## config.mk

```make
export PLATFORM = sky130hd
export DESIGN_NAME = cfg_access_port
export DESIGN_NICKNAME = d
export VERILOG_FILES = /design/src/rtl/cfg_port_pkg.sv /design/src/rtl/cfg_reg_decode.sv /design/src/rtl/cfg_addr_reg.sv /design/src/rtl/cfg_txn_fsm.sv /design/src/rtl/cfg_access_port.sv
export SDC_FILE = /design/constraint.sdc
export NUM_CORES = 1
export LEC_CHECK = 0
export BUFFER_PORTS_ARGS = -buffer_cell sky130_fd_sc_hd__buf_2
export CAP_MARGIN = 20
export CELL_PAD_IN_SITES_DETAIL_PLACEMENT = 0
export CELL_PAD_IN_SITES_GLOBAL_PLACEMENT = 1
export CORE_MARGIN = 5
export CORE_UTILIZATION = 35
export CTS_CLUSTER_DIAMETER = 200
export DETAILED_ROUTE_END_ITERATION = 16
export PLACE_DENSITY = 0.84
export SLEW_MARGIN = 40
export SYNTH_ARGS = -nofsm -noshare
export SYNTH_HDL_FRONTEND = slang
export SYNTH_HIERARCHICAL = 1
export SYNTH_SLANG_ARGS = --single-unit
```

## constraint.sdc

```tcl
create_clock -name clk -period 1.68 [get_ports clk]
set_input_delay 0.336 -clock clk [delete_from_list [all_inputs] [get_ports clk]]
set_output_delay 0.336 -clock clk [all_outputs]
set_load 0.02 [all_outputs]
```

## src/rtl/cfg_port_pkg.sv

```systemverilog
package cfg_port_pkg;

    localparam int EN_BIT     = 31;
    localparam int BUS_LSB    = 16;
    localparam int BUS_W      = 8;
    localparam int DEV_LSB    = 11;
    localparam int DEV_W      = 5;
    localparam int FUNC_LSB   = 8;
    localparam int FUNC_W     = 3;
    localparam int DWORD_LSB  = 2;
    localparam int DWORD_W    = 6;

    typedef enum logic [1:0] {
        ST_IDLE  = 2'd0,
        ST_ISSUE = 2'd1,
        ST_WAIT  = 2'd2,
        ST_DONE  = 2'd3
    } cfg_state_e;

    typedef struct packed {
        logic [BUS_W-1:0]   bus;
        logic [DEV_W-1:0]   dev;
        logic [FUNC_W-1:0]  func;
        logic [DWORD_W-1:0] dword;
    } cfg_target_t;

endpackage

```

## src/rtl/cfg_reg_decode.sv

```systemverilog
module cfg_reg_decode #(
    parameter int          AW       = 8,
    parameter logic [AW-1:0] ADDR_OFS = 8'h20,
    parameter logic [AW-1:0] DATA_OFS = 8'h24
) (
    input  logic [AW-1:0] offset,
    output logic          hit_addr,
    output logic          hit_data
);

    always_comb begin
        hit_addr = (offset == ADDR_OFS);
        hit_data = (offset == DATA_OFS);
    end

endmodule

```

## src/rtl/cfg_addr_reg.sv

```systemverilog
module cfg_addr_reg
    import cfg_port_pkg::*;
#(
    parameter int DW = 32
) (
    input  logic          clk,
    input  logic          rst_n,
    input  logic          wr_en,
    input  logic [DW-1:0] wdata,
    output logic [DW-1:0] word_q,
    output logic          enabled,
    output cfg_target_t   target
);

    always_ff @(posedge clk or negedge rst_n) begin
        if (!rst_n) begin
            word_q <= '0;
        end else if (wr_en) begin
            word_q <= wdata;
        end
    end

    always_comb begin
        enabled      = word_q[EN_BIT];
        target.bus   = word_q[BUS_LSB   +: BUS_W];
        target.dev   = word_q[DEV_LSB   +: DEV_W];
        target.func  = word_q[FUNC_LSB  +: FUNC_W];
        target.dword = word_q[DWORD_LSB +: DWORD_W];
    end

endmodule

```

## src/rtl/cfg_txn_fsm.sv

```systemverilog
module cfg_txn_fsm
    import cfg_port_pkg::*;
#(
    parameter int DW = 32
) (
    input  logic          clk,
    input  logic          rst_n,
    input  logic          acc_en,
    input  logic          acc_wr,
    input  logic          hit_addr,
    input  logic          hit_data,
    input  logic          cfg_on,
    input  logic [DW-1:0] acc_wdata,
    input  logic [DW-1:0] addr_word,
    output logic          acc_ready,
    output logic [DW-1:0] acc_rdata,
    output logic          idle,
    output logic          req_valid,
    output logic          req_write,
    output logic [DW-1:0] req_wdata,
    input  logic          rsp_valid,
    input  logic          rsp_found,
    input  logic [DW-1:0] rsp_rdata,
    output cfg_state_e    state_o
);

    localparam logic [DW-1:0] ALL_ONES = {DW{1'b1}};

    cfg_state_e    state_q, state_d;
    logic          launch;
    logic          wr_q;
    logic [DW-1:0] wdata_q;
    logic [DW-1:0] rsp_q;

    assign launch = acc_en && hit_data && cfg_on;

    // state register
    always_ff @(posedge clk or negedge rst_n) begin
        if (!rst_n) begin
            state_q <= ST_IDLE;
        end else begin
            state_q <= state_d;
        end
    end

    // transaction capture registers
    always_ff @(posedge clk or negedge rst_n) begin
        if (!rst_n) begin
            wr_q    <= 1'b0;
            wdata_q <= '0;
            rsp_q   <= '0;
        end else begin
            if (state_q == ST_IDLE && launch) begin
                wr_q    <= acc_wr;
                wdata_q <= acc_wdata;
            end
            if (state_q == ST_WAIT && rsp_valid) begin
                rsp_q <= rsp_found ? rsp_rdata : ALL_ONES;
            end
        end
    end

    // next state
    always_comb begin
        state_d = state_q;
        unique case (state_q)
            ST_IDLE:  if (launch) state_d = ST_ISSUE;
            ST_ISSUE: state_d = ST_WAIT;
            ST_WAIT:  if (rsp_valid) state_d = ST_DONE;
            ST_DONE:  state_d = ST_IDLE;
            default:  state_d = ST_IDLE;
        endcase
    end

    // outputs
    always_comb begin
        acc_ready = 1'b0;
        acc_rdata = '0;
        req_valid = 1'b0;
        unique case (state_q)
            ST_IDLE: begin
                acc_ready = !launch;
                if (hit_addr) begin
                    acc_rdata = addr_word;
                end else if (hit_data) begin
                    acc_rdata = ALL_ONES;
                end
            end
            ST_ISSUE: req_valid = 1'b1;
            ST_WAIT:  acc_ready = 1'b0;
            ST_DONE: begin
                acc_ready = 1'b1;
                acc_rdata = rsp_q;
            end
            default: acc_ready = 1'b0;
        endcase
    end

    assign idle      = (state_q == ST_IDLE);
    assign req_write = wr_q;
    assign req_wdata = wdata_q;
    assign state_o   = state_q;

endmodule

```

## src/rtl/cfg_access_port.sv

```systemverilog
module cfg_access_port
    import cfg_port_pkg::*;
#(
    parameter int            DW       = 32,
    parameter int            AW       = 8,
    parameter logic [AW-1:0] ADDR_OFS = 8'h20,
    parameter logic [AW-1:0] DATA_OFS = 8'h24
) (
    input  logic          clk,
    input  logic          rst_n,
    input  logic          reg_en,
    input  logic          reg_wr,
    input  logic [AW-1:0] reg_addr,
    input  logic [DW-1:0] reg_wdata,
    output logic [DW-1:0] reg_rdata,
    output logic          reg_ready,
    output logic          cfg_req_valid,
    output logic          cfg_req_write,
    output logic [7:0]    cfg_req_bus,
    output logic [4:0]    cfg_req_dev,
    output logic [2:0]    cfg_req_func,
    output logic [5:0]    cfg_req_dword,
    output logic [DW-1:0] cfg_req_wdata,
    input  logic          cfg_rsp_valid,
    input  logic          cfg_rsp_found,
    input  logic [DW-1:0] cfg_rsp_rdata
);

    logic          hit_addr;
    logic          hit_data;
    logic          fsm_idle;
    logic          addr_wr;
    logic          cfg_on;
    logic [DW-1:0] addr_word;
    cfg_target_t   target;
    cfg_state_e    txn_state;

    cfg_reg_decode #(
        .AW       (AW),
        .ADDR_OFS (ADDR_OFS),
        .DATA_OFS (DATA_OFS)
    ) u_decode (
        .offset   (reg_addr),
        .hit_addr (hit_addr),
        .hit_data (hit_data)
    );

    assign addr_wr = reg_en && reg_wr && hit_addr && fsm_idle;

    cfg_addr_reg #(
        .DW (DW)
    ) u_addr (
        .clk     (clk),
        .rst_n   (rst_n),
        .wr_en   (addr_wr),
        .wdata   (reg_wdata),
        .word_q  (addr_word),
        .enabled (cfg_on),
        .target  (target)
    );

    cfg_txn_fsm #(
        .DW (DW)
    ) u_fsm (
        .clk       (clk),
        .rst_n     (rst_n),
        .acc_en    (reg_en),
        .acc_wr    (reg_wr),
        .hit_addr  (hit_addr),
        .hit_data  (hit_data),
        .cfg_on    (cfg_on),
        .acc_wdata (reg_wdata),
        .addr_word (addr_word),
        .acc_ready (reg_ready),
        .acc_rdata (reg_rdata),
        .idle      (fsm_idle),
        .req_valid (cfg_req_valid),
        .req_write (cfg_req_write),
        .req_wdata (cfg_req_wdata),
        .rsp_valid (cfg_rsp_valid),
        .rsp_found (cfg_rsp_found),
        .rsp_rdata (cfg_rsp_rdata),
        .state_o   (txn_state)
    );

    assign cfg_req_bus   = target.bus;
    assign cfg_req_dev   = target.dev;
    assign cfg_req_func  = target.func;
    assign cfg_req_dword = target.dword;

endmodule

```

==> flow_summary.json, run 1 <==
{
  "cp.required_ps": 1340,
  "cp-endpoint": "reg_rdata[13]",
  "synth.net_count": 550,
  "cts_tree": "yes",
  "relSlewSlack": 0.608,
  "detail_route.wl_per_cell_microns": 19.4,
  "path_clk_slew_ps": 70,
  "ys_ff_latch": 99,
  "grt_start_max_net_pins": 100,
  "syn_area_per_cell_sq_um": 10.9,
  "drtPass1Iterations": 4,
  "yosysTopAreaCell": "dfrtp_1",
  "clock_path_buffers": 2,
  "synth_seq_area_share": 0.486,
  "stdcell_count": 822,
  "p_sw_frac": 0.382,
  "drc": 0,
  "cp_max_fo": 8,
  "max_slew.worst_pin.slew_ps": 588,
  "pwr-share-clk": 0.213,
  "routed_wl_mm": 15.9,
  "reg2regPathDepth": 7,
  "min_path_type": "in2async",
  "maxSlewViolCount": 0,
  "netlist_area_sq_um": 5100,
  "drt_iter0_drc": 159,
  "fmax_mhz": 461,
  "die_x_microns": 131,
  "antenna_left": 0,
  "std_cell_rows": 44,
  "dieArea_sq_um": 17100,
  "clock-root-buffer": "clkbuf_16",
  "startpoint": "reg_addr[1]",
  "gr-usage-all-layers": 0.172,
  "antenna_found_initial": 0,
  "worst-endpoint-arrival_ps": 1830,
  "violations": "setup timing",
  "grt_pass1_vias": 4209,
  "power_frac_seq": 0.326,
  "dpl_cell_area_sq_um": 6200,
  "synth_cell_type_count": 27,
  "timing.rr.start": "u_fsm/state_o[0]",
  "ys_warn_count": 6,
  "reg2reg_to": "u_addr/word_q[4]",
  "core-area_sq_um": 14400,
  "final_area_sq_um": 7330,
  "p_sw_uw": 3580,
  "fin_skew_ps": 7.47,
  "grt_setup_unrepaired": "true",
  "nNetsFinal": 716,
  "cts_made_buffers": 9,
  "grt_pass1_wl_mm": 22.4,
  "drive_gt1_frac": 0.597,
  "layout_commonest_cell": "buf_2",
  "syn_to_final_growth_pct": 43.7,
  "yosysTopAreaCellShare": 0.486,
  "ios": 167,
  "finalCritPeriodShare": 1.29,
  "start_util": 0.354,
  "vdd.ir_drop.worst_uv": 695,
  "max_cap_violations": 0,
  "end_kind": "output pin",
  "crit_type": "in2out",
  "synth_cells": 468,
  "viasPerCell": 4.99,
  "io_buffers": 166,
  "postCtsHoldBufs": 0,
  "start_kind": "input pin",
  "fp.dieH_microns": 131,
  "n_fill_cell": 1291,
  "grt-ovfl-total": 0,
  "finalHoldViolCount": 0,
  "status": "finished with violations",
  "num_vias": 4098,
  "dp_hpwl_mm": 10.1,
  "setup_viol": 95,
  "fin_ws_ps": -490,
  "place_congestion": 0.889,
  "r2r_setup_slack_ps": -110,
  "place_inst": 784,
  "layout_common_cells": "buf_2 (136), dfrtp_1 (99), mux2_4 (63)",
  "leakagePower_uw": 0.00366,
  "power_frac_comb": 0.460,
  "htree_levels": 3,
  "p_int_uw": 5800,
  "synth_top_cells_by_area": "dfrtp_1 (49%), mux2_4 (18%), and2_1 (4.0%), a31oi_1 (3.9%), buf_4 (3.5%)",
  "worstSkewPairLatency_ps": 350,
  "p_per_area_nw_per_um2": 1280,
  "cts_sinks": 99,
  "n_antenna_cell": 0,
  "dp_slack_ps": -553,
  "period_needed_ps": 2170
}
power by group through the flow:
stage	Sequential [uW]	Combinational, uW	Clock, uW
2_1_floorplan	3050	2160	0
3_3_place_gp	3070	3260	0
3_5_place_dp	3100	3320	0
4_1_cts	3060	3870	2050
5_1_grt	3110	4660	2140
6_report	3060	4320	2000
per-layer routing:
| metal | track usage | share of wire | vias to the layer above |
|---|---|---|---|
| li1 | - | - | 1883 |
| met5 | 0 | 0 | - |
| met1 | 0.220 | 0.43 | 2038 |
| met4 | 0.0514 | 0.017 | 0 |
| met2 | 0.288 | 0.48 | 157 |
| met3 | 0.0443 | 0.066 | 20 |
Yosys cell counts:
cell type   n
buf_2       7
buf_12      3
buf_6       4
and2b_1     1
mux2_2      6
o21ai_0    32
inv_1      34
and4_1      1
and2_1     33
clkbuf_1   16
and4b_1     2
nor2b_1     1
ha_1        4
buf_1       1
a31oi_1    32
dfrtp_1    99
nand2_1    32
nor2_1     34
nor4b_1     1
buf_4      24
o22a_1      1
nand3_1     1
mux2_4     60
a21oi_1    34
nand4_4     1
nor4_1      1
clkbuf_2    3
worst max-delay path, stage by stage:
cell	delay, ps
buf_8	100
nor4_4	250
and4b_2	310
buf_8	160
buf_12	130
and2_4	140
o21ai_4	50
a21oi_2	190
buf_4	170
repair_timing:
action                                  CTS  global route
cloned                                    4             8
gates resized for setup                  50            82
setup buffers                             6             6
endpoints found under the hold margin     0             0
endpoints found under the setup margin   99            90
pin swaps                                 5            11
logic make-up after synthesis:
family,share of synthesized area
flip-flops,0.486
AND/OR/NAND/NOR,0.105
multiplexers,0.190
adder cells (fa/ha/maj),0.00981
AO/OA/AOI/OAI,0.106
buffers and inverters,0.103
worst min path at each step:
stage | start | to | slack (ps) | cells after the start
after floorplan | rst_n | u_addr/word_q[0] | 40 | 0
after global placement | rst_n | u_fsm/rsp_q[6] | 430 | 2
after detailed placement | rst_n | u_fsm/rsp_q[5] | 440 | 2
after CTS | rst_n | u_addr/word_q[3] | 60 | 2
after global routing | rst_n | u_fsm/rsp_q[5] | 80 | 2
final | rst_n | u_fsm/rsp_q[5] | 30 | 2
flip-flops by register name, indices dropped and copies added (netlist names):
register	count
u_fsm/rsp_q	32
u_fsm/req_write	1
u_addr/word_q	32
u_fsm/state_o	2
u_fsm/req_wdata	32
area by class of cell:
type                    instances  area (sq um)  share of cell area
repair buffers                212          1730               0.236
inverters                      34           128              0.0174
clock buffers                   9           225              0.0307
clock inverters                 6          51.3             0.00700
multi-input cells             278          2490               0.340
well taps                     184           230              0.0314
flip-flops and latches         99          2480               0.338
per-stage QoR:
stage	power (uW)	util	setup TNS (ps)	hold slack [ps]
finish	9380	0.508	-17870	27.0
global route	9910	0.508	-23170	78.1
CTS	8980	0.472	-14970	61.2
detailed placement	6420	0.430	-33890	441
global placement	6330	0.430	-31540	432
floorplan	5220	-	-8060	40.4
Power figures use the tool's default switching activity.
==> run 2: changes to the inputs <==
==> constraint.sdc (replaced) <==
create_clock -name clk -period 1.68 [get_ports clk]
set_input_delay 0.336 -clock clk [delete_from_list [all_inputs] [get_ports clk]]
set_output_delay 0.336 -clock clk [all_outputs]
set_load 0.1 [all_outputs]
==> flow_summary.json, run 2 (synthesized netlist as in run 1, its figures left out) <==
{
  "clock_path_buffers": 2,
  "drc": 0,
  "n_antenna_cell": 0,
  "setup_tns_ps": -29980,
  "regArea_sq_um": 2500,
  "crit_buf_inv": 3,
  "die_x_microns": 131,
  "setup_viol": 99,
  "path_cells": "buf_8 > nor4_2 > and4b_2 > buf_4 > and2_1 > o21ai_4 > a21oi_4 > buf_12",
  "fin_ws_ps": -584,
  "status": "finished with violations",
  "end_kind": "output pin",
  "slowest_stage": "and4b_2",
  "drtPass1Iterations": 5,
  "grt-ovfl-total": 0,
  "cp_max_fo": 15,
  "dp_hpwl_mm": 10.5,
  "cts_tree": "yes",
  "n_fill_cell": 1171,
  "worstSkewPairLatency_ps": 350,
  "p_per_area_nw_per_um2": 1630,
  "drt_iter0_drc": 178,
  "cts_sinks": 99,
  "finalHoldViolCount": 0,
  "fp.dieH_microns": 131,
  "dp_slack_ps": -731,
  "period_needed_ps": 2260,
  "htree_levels": 3,
  "max_slew.worst_pin.slew_ps": 612,
  "syn_to_final_growth_pct": 58.7,
  "start_util": 0.354,
  "layout_commonest_cell": "buf_2",
  "maxSlewViolCount": 0,
  "start_kind": "input pin",
  "worst-endpoint-arrival_ps": 1930,
  "std_cell_rows": 44,
  "ios": 167,
  "crit_type": "in2out",
  "antenna_left": 0,
  "gr-usage-all-layers": 0.178,
  "dieArea_sq_um": 17100,
  "core-area_sq_um": 14400,
  "routed_wl_mm": 15.4,
  "clock-root-buffer": "clkbuf_16",
  "path_delay_family": "simple AND/OR/NAND/NOR gates",
  "max_cap_violations": 0,
  "multiInputGateArea_sq_um": 2860,
  "min_path_type": "in2reg",
  "antenna_found_initial": 0,
  "relSlewSlack": 0.592,
  "grt_pass1_vias": 4315,
  "vdd.ir_drop.worst_uv": 1130,
  "place_congestion": 0.784,
  "leakagePower_uw": 0.00375,
  "grt_pass1_wl_mm": 23.3,
  "grt_start_max_net_pins": 65,
  "cp.required_ps": 1340,
  "grt_setup_unrepaired": "true",
  "fin_skew_ps": 11.1,
  "cts_made_buffers": 9,
  "detail_route.wl_per_cell_microns": 18.6,
  "fmax_mhz": 442,
  "violations": "setup timing",
  "viasPerCell": 4.90,
  "nNetsFinal": 723,
  "num_vias": 4069,
  "drive_gt1_frac": 0.616,
  "path_clk_slew_ps": 80,
  "finalCritPeriodShare": 1.35,
  "io_buffers": 166,
  "crit_path_max_incr_delay_ps": 360,
  "layout_common_cells": "buf_2 (128), dfrtp_1 (78), mux2_4 (63)"
}
==> run 2: changes by cell type in the layout (fill, tap and decap cells not counted), sizes merged <==
cell and delta:
buf +11, clkbuf -4, clkinv +3, clkinvlp -2, bufbuf -1, dlygate4sd3 +1
==> run 2: worst paths after layout <==
check / from / slack [ps] / depth (start not counted) / end
setup / recovery: reg_addr[2] / -580 / 8 / reg_rdata[29]
hold / removal: reg_wdata[11] / 220 / 2 / u_addr/word_q[11]
setup reg to reg: u_fsm/state_o[1] / -250 / 7 / u_addr/word_q[29]
hold reg to reg: u_fsm/req_wdata[13] / 510 / 1 / u_fsm/req_wdata[13]
max in group asynchronous: rst_n / 660 / 3 / u_addr/word_q[21]
min in group asynchronous: rst_n / 420 / 2 / u_fsm/rsp_q[4]
==> run 2: area by class of cell <==
cell class	instances	area share
multi-input combinational	278	0.353
inverter	34	0.0158
clock inverter	7	0.00927
clock buffer	9	0.0278
sequential	99	0.309
timing repair buffer	219	0.256
tap	184	0.0284
==> run 2: repair_timing <==
| item | CTS | global route |
|---|---|---|
| setup endpoints to repair | 70 | 100 |
| endpoints found under the hold margin | 18 | 0 |
| buffers inserted | 11 | 6 |
| gates resized for setup | 99 | 21 |
| pin swaps | 24 | 9 |
| gates cloned | 3 | 2 |
| hold buffers | 1 | 0 |
==> run 2: stage by stage <==
stage          std cells  power, uW  cell area (sq um)  hold slack (ps)   util
4_1_cts              823      13100               7910              212  0.548
3_5_place_dp         793      10300               7000              255  0.486
5_1_grt              830      13700               8100              216  0.561
3_3_place_gp         793      10200               7000              253  0.486
2_1_floorplan        468       7980               5590             40.4      -
6_report             830      13200               8100              225  0.561
==> run 2: where the power goes <==
part / internal, uW / total [uW] / switching [uW]
clock: 1050 / 2050 / 1010
sequential: 2820 / 3080 / 262
combinational: 2980 / 8050 / 5060
==> run 2: routing by layer <==
layer	wire (microns)	global-route usage	share of wire
met5	0	0	0
met4	163	0.0448	0.011
met3	983	0.0431	0.064
met2	8000	0.304	0.52
met1	6250	0.229	0.41
